--- src/rtl/linesens_pkg.sv ---
package linesens_pkg;
  localparam int WORD_W = 8;
  localparam int ADDR_W = 3;

  localparam logic [WORD_W-1:0] OP_CLEAR  = 8'h1B;
  localparam logic [WORD_W-1:0] OP_START  = 8'h08;
  localparam logic [WORD_W-1:0] OP_SAMPLE = 8'h10;
  localparam logic [WORD_W-1:0] OP_READ   = 8'h02;
  localparam logic [WORD_W-1:0] OP_STOP   = 8'h19;
  localparam logic [WORD_W-1:0] OP_WRITE  = 8'h40;

  typedef enum logic [2:0] {
    CMD_NONE, CMD_CLEAR, CMD_START, CMD_SAMPLE, CMD_READ, CMD_STOP
  } cmd_e;

  typedef enum logic [1:0] {
    EXP_CLEAR, EXP_RUN, EXP_HELD
  } exp_e;
endpackage

--- src/rtl/linesens_cmd.sv ---
module linesens_cmd
  import linesens_pkg::*;
#(
  parameter int W  = WORD_W,
  parameter int AW = ADDR_W
) (
  input  logic          clk,
  input  logic          rst,
  input  logic          sdin,
  output cmd_e          cmd,
  output logic          reg_we,
  output logic [AW-1:0] reg_addr,
  output logic [W-1:0]  reg_data
);
  localparam int CNT_W = $clog2(W);

  logic [W-2:0]    shreg;
  logic [CNT_W-1:0] cnt;
  logic            want_data;
  logic [AW-1:0]   addr_q;
  logic [W-1:0]    word;
  logic            last;

  assign word = {shreg, sdin};
  assign last = (cnt == CNT_W'(W - 1));

  always_ff @(posedge clk) begin
    if (rst) begin
      shreg     <= '0;
      cnt       <= '0;
      want_data <= 1'b0;
      addr_q    <= '0;
    end else begin
      shreg <= word[W-2:0];
      cnt   <= last ? '0 : cnt + 1'b1;
      if (last) begin
        if (want_data) begin
          want_data <= 1'b0;
        end else if (word[W-1:AW] == OP_WRITE[W-1:AW]) begin
          want_data <= 1'b1;
          addr_q    <= word[AW-1:0];
        end
      end
    end
  end

  always_comb begin
    cmd = CMD_NONE;
    if (last && !want_data) begin
      case (word)
        OP_CLEAR:  cmd = CMD_CLEAR;
        OP_START:  cmd = CMD_START;
        OP_SAMPLE: cmd = CMD_SAMPLE;
        OP_READ:   cmd = CMD_READ;
        OP_STOP:   cmd = CMD_STOP;
        default:   cmd = CMD_NONE;
      endcase
    end
  end

  assign reg_we   = last && want_data;
  assign reg_addr = addr_q;
  assign reg_data = word;

  // word boundaries repeat every W clocks
  assert_word_wrap_R1: assert property (@(posedge clk) disable iff (rst)
    last |=> (cnt == '0));
  // a data word is consumed once, never followed by a second data word
  assert_data_once_R8: assert property (@(posedge clk) disable iff (rst)
    reg_we |=> !want_data);
endmodule

--- src/rtl/linesens_regs.sv ---
module linesens_regs #(
  parameter int ZONES  = 3,
  parameter int GAIN_W = 5,
  parameter int OFS_W  = 8,
  parameter int AW     = 3,
  parameter int W      = 8
) (
  input  logic                      clk,
  input  logic                      rst,
  input  logic                      we,
  input  logic [AW-1:0]             addr,
  input  logic [W-1:0]              data,
  output logic [ZONES*GAIN_W-1:0]   gain_flat,
  output logic [ZONES*OFS_W-1:0]    ofs_flat
);
  for (genvar z = 0; z < ZONES; z++) begin : g_zone
    logic [GAIN_W-1:0] gain_q;
    logic [OFS_W-1:0]  ofs_q;

    // deliberately no reset: contents are undefined until written
    always_ff @(posedge clk) begin
      if (we && addr == AW'(z))         gain_q <= data[GAIN_W-1:0];
      if (we && addr == AW'(ZONES + z)) ofs_q  <= data[OFS_W-1:0];
    end

    assign gain_flat[z*GAIN_W +: GAIN_W] = gain_q;
    assign ofs_flat[z*OFS_W +: OFS_W]    = ofs_q;

    // a write to this zone's gain lands on the next cycle
    assert_gain_write_R8: assert property (@(posedge clk) disable iff (rst)
      (we && addr == AW'(z)) |=> (gain_flat[z*GAIN_W +: GAIN_W] == $past(data[GAIN_W-1:0])));
  end
endmodule

--- src/rtl/linesens_smem.sv ---
module linesens_smem #(
  parameter int NPIX  = 102,
  parameter int PIX_W = 8,
  parameter int IDX_W = $clog2(NPIX)
) (
  input  logic             clk,
  input  logic             rst,
  input  logic             start_scan,
  output logic [IDX_W-1:0] conv_idx,
  input  logic [PIX_W-1:0] conv_val,
  input  logic [IDX_W-1:0] rd_idx,
  output logic [PIX_W-1:0] rd_q
);
  logic [PIX_W-1:0] mem [NPIX];
  logic             scan_on;
  logic [IDX_W-1:0] scan_idx;

  // one write port, one registered read port
  always_ff @(posedge clk) begin
    if (scan_on) mem[scan_idx] <= conv_val;
    rd_q <= mem[rd_idx];
  end

  always_ff @(posedge clk) begin
    if (rst) begin
      scan_on  <= 1'b0;
      scan_idx <= '0;
    end else if (start_scan) begin
      scan_on  <= 1'b1;
      scan_idx <= '0;
    end else if (scan_on) begin
      if (scan_idx == IDX_W'(NPIX - 1)) scan_on <= 1'b0;
      else scan_idx <= scan_idx + 1'b1;
    end
  end

  assign conv_idx = scan_idx;

  // the sample walk never leaves the pixel range
  assert_scan_bound_R4: assert property (@(posedge clk) disable iff (rst)
    scan_on |-> (scan_idx < IDX_W'(NPIX)));
endmodule

--- src/rtl/linesens_tx.sv ---
module linesens_tx #(
  parameter int NPIX  = 102,
  parameter int PIX_W = 8,
  parameter int IDX_W = $clog2(NPIX)
) (
  input  logic             clk,
  input  logic             rst,
  input  logic             go,
  input  logic             halt,
  input  logic [PIX_W-1:0] rd_q,
  output logic [IDX_W-1:0] rd_idx,
  output logic             sdout
);
  localparam int FRAME = PIX_W + 2;
  localparam int POS_W = $clog2(FRAME);
  localparam int BIT_W = $clog2(PIX_W);

  logic             busy;
  logic [POS_W-1:0] pos;
  logic [IDX_W-1:0] pix;
  logic [BIT_W-1:0] bsel;
  logic             tx;

  always_ff @(posedge clk) begin
    if (rst || halt) begin
      busy <= 1'b0;
      pos  <= '0;
      pix  <= '0;
    end else if (go) begin
      busy <= 1'b1;
      pos  <= '0;
      pix  <= '0;
    end else if (busy) begin
      if (pos == POS_W'(FRAME - 1)) begin
        pos <= '0;
        if (pix == IDX_W'(NPIX - 1)) busy <= 1'b0;
        else pix <= pix + 1'b1;
      end else begin
        pos <= pos + 1'b1;
      end
    end
  end

  assign rd_idx = pix;
  assign bsel   = BIT_W'(PIX_W - int'(pos));

  always_comb begin
    if (!busy)                         tx = 1'b1;
    else if (pos == '0)                tx = 1'b0;
    else if (pos == POS_W'(FRAME - 1)) tx = 1'b1;
    else                               tx = rd_q[bsel];
  end

  always_ff @(negedge clk) begin
    if (rst) sdout <= 1'b1;
    else     sdout <= tx;
  end

  // frame position and pixel index stay in range while sending
  assert_frame_bound_R3: assert property (@(posedge clk) disable iff (rst)
    busy |-> (pos < POS_W'(FRAME) && pix < IDX_W'(NPIX)));
  // a stop request ends the readout on the next cycle
  assert_halt_idles_R6: assert property (@(posedge clk) disable iff (rst)
    halt |=> !busy);
  // line rests high when nothing is being sent
  assert_idle_high_R2: assert property (@(posedge clk) disable iff (rst)
    !busy |-> sdout);
endmodule

--- src/rtl/linesens_seq.sv ---
module linesens_seq
  import linesens_pkg::*;
#(
  parameter int NPIX   = 102,
  parameter int PIX_W  = 8,
  parameter int ZONES  = 3,
  parameter int GAIN_W = 5,
  parameter int OFS_W  = 8
) (
  input  logic                    clk,
  input  logic                    rst,
  input  logic                    sdin,
  output logic                    sdout,
  output logic [6:0]              conv_idx,
  input  logic [PIX_W-1:0]        conv_val,
  output logic                    integrating,
  output logic [ZONES*GAIN_W-1:0] zone_gain,
  output logic [ZONES*OFS_W-1:0]  zone_ofs
);
  localparam int IDX_W = 7;

  cmd_e              cmd;
  logic              reg_we;
  logic [ADDR_W-1:0] reg_addr;
  logic [WORD_W-1:0] reg_data;
  exp_e              state;
  logic              start_scan;
  logic [IDX_W-1:0]  rd_idx;
  logic [PIX_W-1:0]  rd_q;

  linesens_cmd #(.W(WORD_W), .AW(ADDR_W)) u_cmd (
    .clk(clk), .rst(rst), .sdin(sdin), .cmd(cmd),
    .reg_we(reg_we), .reg_addr(reg_addr), .reg_data(reg_data)
  );

  linesens_regs #(.ZONES(ZONES), .GAIN_W(GAIN_W), .OFS_W(OFS_W),
                  .AW(ADDR_W), .W(WORD_W)) u_regs (
    .clk(clk), .rst(rst), .we(reg_we), .addr(reg_addr), .data(reg_data),
    .gain_flat(zone_gain), .ofs_flat(zone_ofs)
  );

  always_ff @(posedge clk) begin
    if (rst) begin
      state <= EXP_CLEAR;
    end else begin
      case (cmd)
        CMD_CLEAR:  state <= EXP_CLEAR;
        CMD_START:  state <= EXP_RUN;
        CMD_SAMPLE: if (state == EXP_RUN) state <= EXP_HELD;
        default:    state <= state;
      endcase
    end
  end

  assign integrating = (state == EXP_RUN);
  assign start_scan  = (cmd == CMD_SAMPLE) && (state == EXP_RUN);

  linesens_smem #(.NPIX(NPIX), .PIX_W(PIX_W), .IDX_W(IDX_W)) u_smem (
    .clk(clk), .rst(rst), .start_scan(start_scan),
    .conv_idx(conv_idx), .conv_val(conv_val),
    .rd_idx(rd_idx), .rd_q(rd_q)
  );

  linesens_tx #(.NPIX(NPIX), .PIX_W(PIX_W), .IDX_W(IDX_W)) u_tx (
    .clk(clk), .rst(rst),
    .go(cmd == CMD_READ),
    .halt(cmd == CMD_STOP || cmd == CMD_CLEAR),
    .rd_q(rd_q), .rd_idx(rd_idx), .sdout(sdout)
  );

  // a sample outside integration leaves the exposure state alone
  assert_sample_gate_R4: assert property (@(posedge clk) disable iff (rst)
    (cmd == CMD_SAMPLE && state != EXP_RUN) |=> (state == $past(state)));
  // start always leads to integrating, clear always ends it
  assert_start_runs_R5: assert property (@(posedge clk) disable iff (rst)
    (cmd == CMD_START) |=> integrating);
  assert_clear_stops_R5: assert property (@(posedge clk) disable iff (rst)
    (cmd == CMD_CLEAR) |=> !integrating);
endmodule

--- config.mk ---
export PLATFORM = sky130hd
export DESIGN_NAME = linesens_seq
export DESIGN_NICKNAME = d
export VERILOG_FILES = /design/src/rtl/linesens_pkg.sv /design/src/rtl/linesens_cmd.sv /design/src/rtl/linesens_regs.sv /design/src/rtl/linesens_smem.sv /design/src/rtl/linesens_tx.sv /design/src/rtl/linesens_seq.sv
export SDC_FILE = /design/constraint.sdc
export NUM_CORES = 1
export LEC_CHECK = 0
export ABC_AREA = 1
export BUFFER_PORTS_ARGS = -buffer_cell sky130_fd_sc_hd__buf_2
export CORE_MARGIN = 2
export CORE_UTILIZATION = 55
export DETAILED_ROUTE_END_ITERATION = 12
export PLACE_DENSITY = 0.8
export SKIP_CTS_REPAIR_TIMING = 1
export SYNTH_ARGS = -nofsm -noshare
export SYNTH_HDL_FRONTEND = slang
export SYNTH_SLANG_ARGS = --single-unit
export TNS_END_PERCENT = 30
--- constraint.sdc ---
create_clock -name clk -period 4.65 [get_ports clk]
set_clock_uncertainty 0.15 [all_clocks]
set_input_delay 0 -clock clk [delete_from_list [all_inputs] [get_ports clk]]
set_output_delay 0 -clock clk [all_outputs]
set_load 0.01 [all_outputs]
==> run_results.csv <==
group,metric,value,unit
outcome,outcome,"completed",
timing,setup_viol,0,
power,total_power,16.21,mW
timing,slew_viol_final,0,
critical_path,cp_max_fo,9,
critical_path,crit_path_max_incr_delay,0.50,ns
synthesis,synth-seq-cells,900,
clock_tree,max-clock-path-buffers,3,
route,drt-pass1-iter-count,8,
die,start_util,55.64,%
timing,setup_tns,0,ns
route,via_per_inst,5.733,
critical_path,crit_chain,"inv_1, ha_1, o32ai_1, nand2_1, nand3_1, nand2_1, nand3_1",
critical_path,cp-startpoint,"u_tx.pos[0]$_SDFFE_PP0P_",
route,drc,0,
synthesis,netlist_instances,3400,
power,ir_worst_vdd,0.0002980,V
grt,overflow,0,
timing,hold_violations,0,
layout,n_fill_cell,4893,
timing,rsz0062_at_grt,"false",
layout,multi_input_area,0.008853,mm^2
route,via_count,25010,
grt,antenna_found_initial,0,
critical_path,start_kind,"flip-flop",
critical_path,crit_required,2.77,ns
die,die_w,264.7,um
route,drt_iter0_drc,3558,
synthesis,syn-cell-area,0.03737,mm^2
route,ant_nets,0,
clock_tree,cts_buffers,87,
synthesis,synth_fp_nets,3420,
critical_path,r2r_start,"u_tx.pos[0]$_SDFFE_PP0P_",
die,rows,95,
clock_tree,cts.htree.levels,3,
synthesis,yosysSeqAreaShare,71.12,%
die,ioPinCount,59,
synthesis,ys_types,32,
layout,seq_area,0.02658,mm^2
grt,grt_pass1_vias,24040,
grt,grt_max_degree,229,
worst_hold_path,hp-class,"input port to flip-flop",
grt,grtUsageTotal,25.35,%
die,die_h,264.7,um
clock_tree,clock-root-buffer,"clkbuf_16",
synthesis,synth.avg_cell_area,10.99,um^2
power,p_per_area,394.6,mW/mm^2
worst_hold_path,hold_start,"rst",
layout,syn_to_final_growth,9.952,%
critical_path,critical_path_class,"flip-flop to flip-flop",
layout,drive_gt1_share,6.819,%
placement,placed_area,0.03809,mm^2
timing,maxSlewHeadroom,4.994,%
die,dieArea,0.07004,mm^2
clock_tree,clock_sinks,900,
timing,tightest_slew,1.425,ns
route,routed_wl,89.66,mm
layout,nets,3437,
route,wire_per_inst,20.55,um
layout,design_area,0.04108,mm^2
critical_path,crit_path_top_delay_cell,"dfxtp_1",
clock_tree,clkSlewWorstSetupHoldPaths,0.06,ns
clock_tree,insertion_delay,0.64,ns
grt,grt_pass1_wl,136.3,mm
power,leakage,15.25,nW
placement,io_buffers,58,
clock_tree,cts_tree,"built",
placement,place_hpwl,49.42,mm
critical_path,cp-end-kind,"flip-flop",
job,cap_violations,0,
synthesis,ys_warn_count,0,
layout,antennaDiodeCount,0,
die,core,0.06716,mm^2
placement,gp_congestion,0.9180,
critical_path,crit_arrival,2.31,ns
[critical path, delay by kind of cell, from the launching register on]
family | cells | cell delay [ns]
AO/OA/AOI/OAI | 1 | 0.35
adder cells (fa/ha/maj) | 1 | 0.37
buffers and inverters | 1 | 0.16
flip-flops | 1 | 0.50
AND/OR/NAND/NOR | 4 | 0.29
[through the flow]
step	setup slack (ns)	hold WS (ns)	instances	utilization [%]
detailed placement	0.4842	0.1891	4191	56.72
floorplan	0.7392	-0.08093	3400	-
global placement	0.5418	0.1779	4191	56.72
finish	0.4578	0.1078	4363	61.18
CTS	0.4661	-0.4799	4353	61.03
global route	0.3417	0.1304	4363	61.18
[cell usage in the layout (no fill, tap or decap), types with 14 or more instances in the layout]
master,netlist,routed
nand3_1,283,283
o211ai_1,20,20
o21ai_1,57,57
buf_2,36,50
clkinv_1,4,14
clkbuf_16,0,90
nor2_1,575,574
clkbuf_1,50,24
nor3_1,17,17
dfxtp_1,45,42
a21oi_1,63,63
edfxtp_1,855,855
inv_1,247,246
o21ai_0,181,181
buf_4,34,32
nand2_1,826,826
[cell usage after synthesis]
cell type	instances	area [um^2]
edfxtp_1	855	25670
nand2_1	826	3100
nor2_1	575	2158
nand3_1	283	1416
inv_1	247	927.1
o21ai_0	181	905.9
a21oi_1	63	315.3
o21ai_1	57	285.3
clkbuf_1	50	187.7
dfxtp_1	45	900.9
buf_2	36	180.2
buf_4	34	255.2
buf_1	25	93.84
buf_6	24	270.3
o211ai_1	20	150.1
nor3_1	17	85.08
or2_2	10	62.56
ha_1	9	112.6
nand4_1	8	50.05
xor2_1	7	61.31
o22ai_1	5	31.28
a31oi_1	4	25.02
clkinv_1	4	15.01
inv_2	4	15.01
o221ai_1	3	26.28
nand2_2	2	12.51
a21boi_0	1	7.510
and3_1	1	6.260
nand3_2	1	10.01
nor2_2	1	6.260
o32ai_1	1	8.760
xnor2_1	1	8.760
[cells by family (layout without fill, tap and decap cells)]
family                   count (synthesis)  after routing  share of synthesized area [%]
AND/OR/NAND/NOR                       1724           1724                          18.49
adder cells (fa/ha/maj)                  9              9                         0.3014
flip-flops                             900            900                          71.12
buffers and inverters                  424            514                          5.204
AO/OA/AOI/OAI                          335            335                          4.698
XOR/XNOR                                 8              8                         0.1875
[power by group]
part,switching (mW),internal (mW),total (mW),leakage (nW)
combinational,0.144,0.0189,0.163,5.79
sequential,0.00394,8.86,8.86,8.06
clock,2.99,4.19,7.18,1.40
[routing by layer]
layer | vias to the layer above | track usage [%] | share of wire [%]
li1 | 11500 | - | -
met2 | 1466 | 40.60 | 47
met3 | 222 | 4.868 | 11
met4 | 0 | 11.48 | 4.2
met1 | 11820 | 33.96 | 38
met5 | - | 0 | 0
[sequential cells by signal, indices dropped and copies added (netlist names)]
register and cells:
u_tx.busy 1, u_smem.mem 816, u_tx.pos 4, state 2, u_regs.g_zone.ofs_q 24, u_smem.rd_q 8
u_tx.rd_idx 7, u_cmd.reg_addr 3, u_regs.g_zone.gain_q 15, u_cmd.cnt 3, u_cmd.shreg 7, u_smem.conv_idx 7
u_smem.scan_on 1, u_cmd.want_data 1, u_tx.sdout 1
[path summary, 6_finish.rpt]
kind	to	slack [ns]	depth (start not counted)
max reg2reg	u_tx.sdout$_SDFF_NP1_	0.46	7
max	u_tx.sdout$_SDFF_NP1_	0.46	7
min	u_cmd.shreg[0]$_SDFF_PP0_	0.11	3
min reg2reg	u_cmd.cnt[0]$_SDFF_PP0_	0.27	1
[area by class of cell]
cell class,instances,area share [%]
inverters,254,2.351
flip-flops and latches,900,64.71
clock buffers,115,5.735
clock inverters,48,1.319
well taps,873,2.659
multi-input cells,2076,21.55
repair buffers,97,1.681
(Power assumes the default switching activity.)
